--- config.mk ---
export PLATFORM = sky130hd
export DESIGN_NAME = bmon_top
export DESIGN_NICKNAME = d
export VERILOG_FILES = /design/src/rtl/bmon_pkg.sv /design/src/rtl/bmon_limit_dec.sv /design/src/rtl/bmon_timer.sv /design/src/rtl/bmon_fsm.sv /design/src/rtl/bmon_top.sv
export SDC_FILE = /design/constraint.sdc
export NUM_CORES = 1
export LEC_CHECK = 0
export CORE_UTILIZATION = 46
export CTS_CLUSTER_DIAMETER = 50
export DETAILED_ROUTE_END_ITERATION = 8
export PLACE_DENSITY = 0.72
export SYNTH_ARGS = -nofsm -noshare
export SYNTH_HDL_FRONTEND = slang
export SYNTH_SLANG_ARGS = --single-unit
--- constraint.sdc ---
create_clock -name clk -period 1.7 [get_ports clk]
set_clock_uncertainty 0.1 [all_clocks]
set_input_delay 0.255 -clock clk [delete_from_list [all_inputs] [get_ports clk]]
set_output_delay 0.255 -clock clk [all_outputs]
set_load 0.02 [all_outputs]
--- src/rtl/bmon_pkg.sv ---
package bmon_pkg;
  typedef enum logic [1:0] {
    ST_IDLE  = 2'd0,
    ST_WAIT  = 2'd1,
    ST_DONE  = 2'd2,
    ST_FAULT = 2'd3
  } bmon_state_e;
endpackage

--- src/rtl/bmon_limit_dec.sv ---
// Inverse decode: smallest code gives the longest window.
module bmon_limit_dec #(
  parameter int BASE = 8,
  parameter int SELW = 2,
  parameter int CW   = 7
) (
  input  logic [SELW-1:0] sel,
  output logic [CW-1:0]   lim
);
  localparam int MAXSH = (1 << SELW) - 1;
  logic [SELW-1:0] sh;

  always_comb begin
    sh  = SELW'(MAXSH) - sel;
    lim = CW'(BASE) << sh;
  end
endmodule

--- src/rtl/bmon_timer.sv ---
module bmon_timer #(
  parameter int CW = 7
) (
  input  logic          clk,
  input  logic          rst_n,
  input  logic          load,
  input  logic          step,
  input  logic [CW-1:0] lim_in,
  output logic          expire
);
  logic [CW-1:0] cnt_q, cnt_d;
  logic [CW-1:0] lim_q, lim_d;

  always_comb begin
    cnt_d = cnt_q;
    lim_d = lim_q;
    if (load) begin
      cnt_d = '0;
      lim_d = lim_in;
    end else if (step) begin
      cnt_d = cnt_q + 1'b1;
    end
  end

  always_ff @(posedge clk or negedge rst_n) begin
    if (!rst_n) begin
      cnt_q <= '0;
      lim_q <= '0;
    end else if (load || step) begin
      cnt_q <= cnt_d;
      lim_q <= lim_d;
    end
  end

  assign expire = (cnt_q == (lim_q - 1'b1));
endmodule

--- src/rtl/bmon_fsm.sv ---
module bmon_fsm
  import bmon_pkg::*;
(
  input  logic clk,
  input  logic rst_n,
  input  logic en,
  input  logic cyc,
  input  logic ack_any,
  input  logic expire,
  input  logic clr,
  output logic load,
  output logic step,
  output logic err,
  output logic flag
);
  bmon_state_e st_q, st_d;
  logic        flag_d;
  logic        set_flag;

  always_comb begin
    st_d     = st_q;
    load     = 1'b0;
    step     = 1'b0;
    set_flag = 1'b0;
    if (!en) begin
      st_d = ST_IDLE;
    end else begin
      unique case (st_q)
        ST_IDLE: begin
          if (cyc) begin
            if (ack_any) st_d = ST_DONE;
            else begin
              st_d = ST_WAIT;
              load = 1'b1;
            end
          end
        end
        ST_WAIT: begin
          if (!cyc)         st_d = ST_IDLE;
          else if (ack_any) st_d = ST_DONE;
          else if (expire) begin
            st_d     = ST_FAULT;
            set_flag = 1'b1;
          end else step = 1'b1;
        end
        ST_DONE:  if (!cyc) st_d = ST_IDLE;
        ST_FAULT: if (!cyc) st_d = ST_IDLE;
        default:  st_d = ST_IDLE;
      endcase
    end
    flag_d = set_flag | (flag & ~clr);
  end

  always_ff @(posedge clk or negedge rst_n) begin
    if (!rst_n) begin
      st_q <= ST_IDLE;
      flag <= 1'b0;
    end else begin
      st_q <= st_d;
      flag <= flag_d;
    end
  end

  assign err = (st_q == ST_FAULT);
endmodule

--- src/rtl/bmon_top.sv ---
module bmon_top #(
  parameter int BASE_CLKS = 8,
  parameter int SEL_W     = 2
) (
  input  logic             clk,
  input  logic             rst_n,
  input  logic             mon_en,
  input  logic             cyc_act,
  input  logic             xfer_ack,
  input  logic             vec_ack,
  input  logic [SEL_W-1:0] tmo_sel,
  input  logic             flag_clr,
  output logic             bus_err,
  output logic             tmo_flag
);
  localparam int MAX_CLKS = BASE_CLKS << ((1 << SEL_W) - 1);
  localparam int CW       = $clog2(MAX_CLKS) + 1;

  logic [CW-1:0] lim;
  logic          load, step, expire;

  bmon_limit_dec #(.BASE(BASE_CLKS), .SELW(SEL_W), .CW(CW)) u_dec (
    .sel(tmo_sel),
    .lim(lim)
  );

  bmon_timer #(.CW(CW)) u_tmr (
    .clk(clk), .rst_n(rst_n), .load(load), .step(step),
    .lim_in(lim), .expire(expire)
  );

  bmon_fsm u_fsm (
    .clk(clk), .rst_n(rst_n), .en(mon_en), .cyc(cyc_act),
    .ack_any(xfer_ack | vec_ack), .expire(expire), .clr(flag_clr),
    .load(load), .step(step), .err(bus_err), .flag(tmo_flag)
  );
endmodule

==> out/summary.txt, run 1 <==
Chip width: 42.1 microns
Number of I/O port buffers: 10
Syn nets: 85
Synth top area share: 47.3%
CP required: 1.79 ns
Post-Route WL: 1.89 mm
Placed cells: 111
Pre-CTS setup slack: -0.388 ns
Share of post-route cells with drive strength above 1: 40.2%
Top FF cell, synth: dfrtp_1
Sequential share of power: 39.9%
Routed vias: 710
Yosys warnings: 0
Total Neg Setup Slack: -0.265 ns
Max rail drop VDD: 503 uV
RSZ-0062 raised after global routing: true
WL/cell: 14.8 microns
Fin cells: 128
Initial Util: 49.2%
CTS clk-pin slew, worst paths: 0.09 ns
Critical path type: reg2reg
Global-route wire length before repair: 3.06 mm
Startpoint types: register
Final Net Count: 124
Fill cell count: 100
Area grow syn2layout: 58.3%
Cells after Synth: 74
Routability congestion estimate from global placement: 0.758
Final setup viols: 7
Final worst setup slack: -0.102 ns
DRC violations left: 0
Vias in the first global route: 723
Status: finished with violations
Clk buf depth: 2
CTS Hold Bufs: 0
Post-synthesis async set-or-reset flop share: 100%
CTS Buf Count: 3
Clock power frac: 25.9%
FMAX: 0.555 GHz
Via density per instance: 5.55
Overall routing resource usage: 23.3%
Clock root buffer: clkbuf_4
CP max FO: 2
CTS tree: yes
Type of the worst min-delay path: in2async
Final hold violation count: 0
Worst skew pair latency: 0.29 ns
Post-synthesis sequential area ratio: 47.3%
Sw Ratio: 28.6%
Internal Dissipation: 0.000675 W
Critical Path AT: 1.89 ns
Dpl hpwl: 1.14 mm
Distinct cell type count after synthesis: 27
Initial antenna violation count: 0
Gate power share: 34.3%
Seq cells post-synth: 14
Slew margin rel.: 78.8%
Row count: 14
Initial drt markers: 11
Failing checks: setup timing
Gr ovfl total: 0
Post-route antenna net violation count: 0
Largest net degree at the start of global routing: 15
PD cells: 806 nW/um^2
Worst Tran Pin Value: 0.315 ns
Count leader, synth: dfrtp_1
Synth area leader: dfrtp_1
Tmin final: 1.80 ns
Height of the die: 42.1 microns
# clock sinks: 14
Psw: 0.000270 W
MaxCap Viol Count: 0
H-tree Lvls: 1
CP endpoint kind: register
# diodes: 0
Router iterations before antenna repair: 4
I/O pins: 11
Tcrit/Tclk final: 106%
Total core area: 1510 sq um
Syn avg cell area: 10.0 sq um
Post-synth EDFFs: 0
Commonest cells in the synthesized netlist: 14 x dfrtp_1, 6 x nand2_1, 6 x o21ai_0, 5 x inv_1
DIE AREA: 1770 sq um
Slew Limit Fails: 0
Top post-synthesis cells by area: dfrtp_1 47%, o21ai_0 4.1%, ha_1 3.4%, or3_1 3.4%, nand2_1 3.0%
Synth Cell Area: 741 sq um
Leakage power total: 0.528 nW
==> final cells by class <==
type	instances	area (sq um)	area share, %
Tap cell	16	20.0	1.71
Inverter	5	18.8	1.60
Clock buffer	4	36.3	3.09
Multi-Input combinational cell	53	440	37.6
Sequential cell	14	350	29.9
Timing Repair Buffer	36	307	26.1
==> power by group through the flow <==
stage                     combinational [W]  clock (W)  sequential (W)
after detailed placement           0.000172          0        0.000378
final                              0.000324   0.000244        0.000376
after global routing               0.000349   0.000256        0.000379
after global placement             0.000168          0        0.000377
after CTS                          0.000276   0.000250        0.000374
after floorplan                   0.0000945          0        0.000375
==> metrics by stage <==
stage | area (sq um) | hold WS, ns | utilization (%) | power [W]
6_report | 1170 | 0.171 | 77.8 | 0.000944
3_3_place_gp | 953 | 0.396 | 63.3 | 0.000545
2_1_floorplan | 748 | -0.141 | - | 0.000470
4_1_cts | 1120 | 0.171 | 74.6 | 0.000900
3_5_place_dp | 953 | 0.398 | 63.3 | 0.000550
5_1_grt | 1170 | 0.185 | 77.8 | 0.000984
==> cells in the final DEF (no fill, tap or decap), drive strengths merged, types with 2 or more instances in the layout <==
master	instances
o211ai	2
nand2	6
xor2	2
inv	5
and2	2
nor3	3
clkbuf	4
nand3	4
nand3b	2
ha	2
clkdlybuf4s50	9
or3	4
dfrtp	14
o21ai	6
nor2	2
nor4	2
nand4	3
o31ai	3
buf	26
a21oi	2
xnor2	2
==> critical path, cell delays in order (launching register included) <==
cell     delay, ns
dfrtp_1       0.38
inv_2         0.07
ha_4          0.27
xor2_2        0.14
nand4_2       0.13
buf_4         0.17
buf_6         0.10
buf_4         0.12
o32ai_2       0.22
==> flip-flops by register name (all words and copies together) (netlist names) <==
signal       flops
u_fsm.flag       1
u_tmr.cnt_q      7
u_tmr.lim_q      4
u_fsm.st_q       2
==> worst paths after layout <==
kind / from / endpoint / slack (ns) / cells after the start
min in group clk: u_tmr.cnt_q[2] / u_tmr.cnt_q[2] / 0.41 / 1
min: rst_n / u_tmr.cnt_q[6] / 0.17 / 2
min reg2reg: u_tmr.cnt_q[2] / u_tmr.cnt_q[2] / 0.41 / 1
max reg2reg: u_tmr.lim_q[4] / u_fsm.flag / -0.10 / 8
max: u_tmr.lim_q[4] / u_fsm.flag / -0.10 / 8
max in group asynchronous: rst_n / u_tmr.cnt_q[4] / 1.16 / 2
==> layer usage <==
| layer | vias up | GRT usage (%) | part of all wire (%) |
|---|---|---|---|
| met5 | - | 0 | 0 |
| met4 | 0 | 15.0 | 3.5 |
| met3 | 9 | 3.02 | 1.2 |
| met2 | 10 | 39.1 | 55 |
| met1 | 346 | 27.9 | 41 |
| li1 | 345 | - | - |
==> kinds of logic after synthesis <==
kind of cell	synth area share (%)
adders and majority gates	3.38
buffers and inverters	4.22
xor gates and xnor gates	7.77
AOI/OAI and AO/OA	15.4
and+or+nand+nor	22.0
DFF	47.3
==> timing repair <==
| action | 4_1_cts | 5_1_grt |
|---|---|---|
| hold endpoints to repair | 0 | 0 |
| pin swaps | 7 | 3 |
| cloned | 1 | 0 |
| endpoints found under the setup margin | 10 | 11 |
| buffers inserted | 11 | 2 |
| resized for setup | 14 | 9 |
Note: power is estimated with default switching activity, not from simulation.
==> inputs of run 2 (changes only) <==
--- a/config.mk
+++ b/config.mk
@@ -5,10 +5,11 @@
 export SDC_FILE = /design/constraint.sdc
 export NUM_CORES = 1
 export LEC_CHECK = 0
-export CORE_UTILIZATION = 46
+export CORE_UTILIZATION = 50
 export CTS_CLUSTER_DIAMETER = 50
 export DETAILED_ROUTE_END_ITERATION = 8
-export PLACE_DENSITY = 0.72
+export PLACE_DENSITY = 0.74
 export SYNTH_ARGS = -nofsm -noshare
 export SYNTH_HDL_FRONTEND = slang
+export SYNTH_HIERARCHICAL = 1
 export SYNTH_SLANG_ARGS = --single-unit
==> out/summary.txt, run 2 <==
Type of the worst min-delay path: in2async
Tcrit/Tclk final: 156%
FMAX: 0.377 GHz
Gate power share: 42.0%
Startpoint types: register
Share of post-route cells with drive strength above 1: 40.7%
Gr ovfl total: 0
Crit path from: u_tmr/lim_q[0]
Post-synth EDFFs: 0
Most common cell after layout, fill and taps aside: buf_4
WL/cell: 18.2 microns
Psw: 0.000434 W
Routability congestion estimate from global placement: 0.877
Post-synthesis async set-or-reset flop share: 100%
Number of I/O port buffers: 10
Initial antenna violation count: 0
CP required: 1.84 ns
Largest net degree at the start of global routing: 18
Max rail drop VDD: 683 uV
Post-route antenna net violation count: 0
MaxCap Viol Count: 0
Clock root buffer: clkbuf_4
Synth top area share: 38.6%
Clk buf depth: 2
Cells after Synth: 109
Final Net Count: 162
Fin Hold WS: 0.173 ns
CTS clk-pin slew, worst paths: 0.12 ns
Total Neg Setup Slack: -7.03 ns
Global-route wire length before repair: 5.02 mm
Post-Route WL: 3.22 mm
Final setup viols: 9
Worst Path Buf+Inv: 1
Yosys warnings: 6
Sw Ratio: 34.3%
Seq cells post-synth: 17
Placed Area: 1380 sq um
Synth area leader: dfrtp_1
# clock sinks: 17
Vias in the first global route: 1073
Post-synthesis sequential area ratio: 38.6%
Crit path to: u_tmr/cnt_q[5]
Internal Dissipation: 0.000833 W
Via density per instance: 5.49
RSZ-0062 raised after global routing: true
Sequential share of power: 39.4%
H-tree Lvls: 1
PD cells: 803 nW/um^2
CTS Buf Count: 3
Crit path largest cell delay: 0.46 ns
DRC violations left: 0
Area grow syn2layout: 43.1%
Failing checks: setup timing
CTS Hold Bufs: 0
Critical Path AT: 2.80 ns
Routed vias: 971
Distinct cell type count after synthesis: 42
Cell family with most CP delay: compound AO/OA/AOI/OAI gates
Initial Util: 54.5%
Initial drt markers: 29
Critical path type: reg2reg
Synth Cell Area: 1100 sq um
I/O pins: 11
Row count: 16
Worst skew pair latency: 0.31 ns
Top FF cell, synth: dfrtp_1
Chip width: 49.0 microns
Biggest registers after layout: u_tmr/cnt_q: 7 flops, u_tmr/lim_q: 7 flops, u_fsm/st_q: 2 flops
Reg-to-reg slack, setup: -0.96 ns
R2R Path End: u_tmr/cnt_q[5]
Leakage power total: 0.732 nW
Tmin final: 2.66 ns
Count leader, synth: dfrtp_1
Top post-synthesis cells by area: dfrtp_1 39%, xnor2_1 5.6%, mux2_2 4.1%, xor2_1 3.2%, nor2_1 3.1%
# diodes: 0
Pwr Total: 0.00127 W
Overall routing resource usage: 28.5%
Height of the die: 49.0 microns
Total core area: 2020 sq um
Crit-path cells: buf_4 > o21ba_2 > o2111ai_1 > a31oi_1 > o221a_1 > nor3b_4 > nand4_1 > or3_1 > a21oi_2
Router iterations before antenna repair: 4
Slew Limit Fails: 0
Commonest cells in the synthesized netlist: 17 x dfrtp_1, 9 x nor2_1, 8 x nand2_1, 7 x xnor2_1
Util after Layout: 78.0%
CP endpoint kind: register
Final worst setup slack: -0.956 ns
Final Instance Area: 1580 sq um
DIE AREA: 2400 sq um
Status: finished with violations
CP max FO: 4
Final hold violation count: 0
Clock power frac: 18.6%
Dpl hpwl: 1.88 mm
Reg2Reg Depth: 9
Most frequent cells in the layout: 27 x buf_4, 16 x dfrtp_1, 8 x nand2_1
R2r startpoint: u_tmr/lim_q[0]
Syn avg cell area: 10.1 sq um
Fill cell count: 133
CTS tree: yes
Slowest-stage cell, CP: dfrtp_2
CP Depth: 9
[run 2: how the worst min path moves through the flow]
| stage | slack (ns) | endpoint | depth (start not counted) |
|---|---|---|---|
| floorplan | -0.14 | u_fsm/flag | 0 |
| global placement | 0.43 | u_fsm/flag | 2 |
| detailed placement | 0.43 | u_fsm/flag | 2 |
| CTS | 0.17 | u_tmr/lim_q[4] | 2 |
| global route | 0.19 | u_tmr/lim_q[4] | 2 |
| finish | 0.17 | u_tmr/cnt_q[6] | 2 |
[run 2: logic make-up after synthesis]
group	count (synthesis)	share of synthesized area (%)
DFF	17	38.6
xor gates and xnor gates	13	12.3
adders and majority gates	2	2.27
other	1	0.340
and+or+nand+nor	38	21.5
muxes	5	4.99
AOI/OAI and AO/OA	21	13.7
buffers and inverters	12	6.36
[run 2: area by class of cell]
cell class / instances / area [sq um] / share of cell area, %
clock buffers: 3 / 22.5 / 1.43
clock inverters: 1 / 5.00 / 0.317
inverters: 5 / 21.3 / 1.35
multi-input cells: 82 / 681 / 43.1
flip-flops and latches: 17 / 427 / 27.0
well taps: 27 / 33.8 / 2.14
repair buffers: 42 / 388 / 24.6
[run 2: timing repair]
| action | 4_1_cts | 5_1_grt |
|---|---|---|
| pin swaps | 3 | 5 |
| endpoints found under the setup margin | 16 | 16 |
| gates resized for setup | 5 | 17 |
| buffers inserted | 4 | 6 |
| cloned | 1 | 0 |
[run 2: routing by layer]
| metal | vias to the layer above | global-route usage [%] | wire (microns) | share of wire (%) |
|---|---|---|---|---|
| li1 | 456 | - | - | - |
| met1 | 458 | 34.4 | 1420 | 44 |
| met2 | 41 | 48.1 | 1550 | 48 |
| met3 | 16 | 3.74 | 130 | 4.0 |
| met4 | 0 | 17.2 | 120 | 3.7 |
| met5 | - | 0 | 0 | 0 |
[run 2: metrics by stage]
| stage | cells | worst slack, ns |
|---|---|---|
| after detailed placement | 163 | -0.760 |
| after global placement | 163 | -0.634 |
| after CTS | 172 | -0.790 |
| final | 177 | -0.956 |
| after floorplan | 111 | -0.655 |
| after global routing | 177 | -1.04 |
[run 2: worst reg2reg max path: stages, from the launching register on]
cell and delay [ns]:
dfrtp_2 0.46, buf_4 0.17, o21ba_2 0.21, o2111ai_1 0.19, a31oi_1 0.13, o221a_1 0.27
nor3b_4 0.27, nand4_1 0.20, or3_1 0.46, a21oi_2 0.14
[run 2: power by group through the flow]
stage / Combinational, W / Clock, W / Sequential [W]
after global routing: 0.000560 / 0.000253 / 0.000503
after floorplan: 0.000285 / 0 / 0.000490
after CTS: 0.000459 / 0.000237 / 0.000486
after global placement: 0.000424 / 0 / 0.000492
after detailed placement: 0.000442 / 0 / 0.000494
final: 0.000533 / 0.000235 / 0.000499
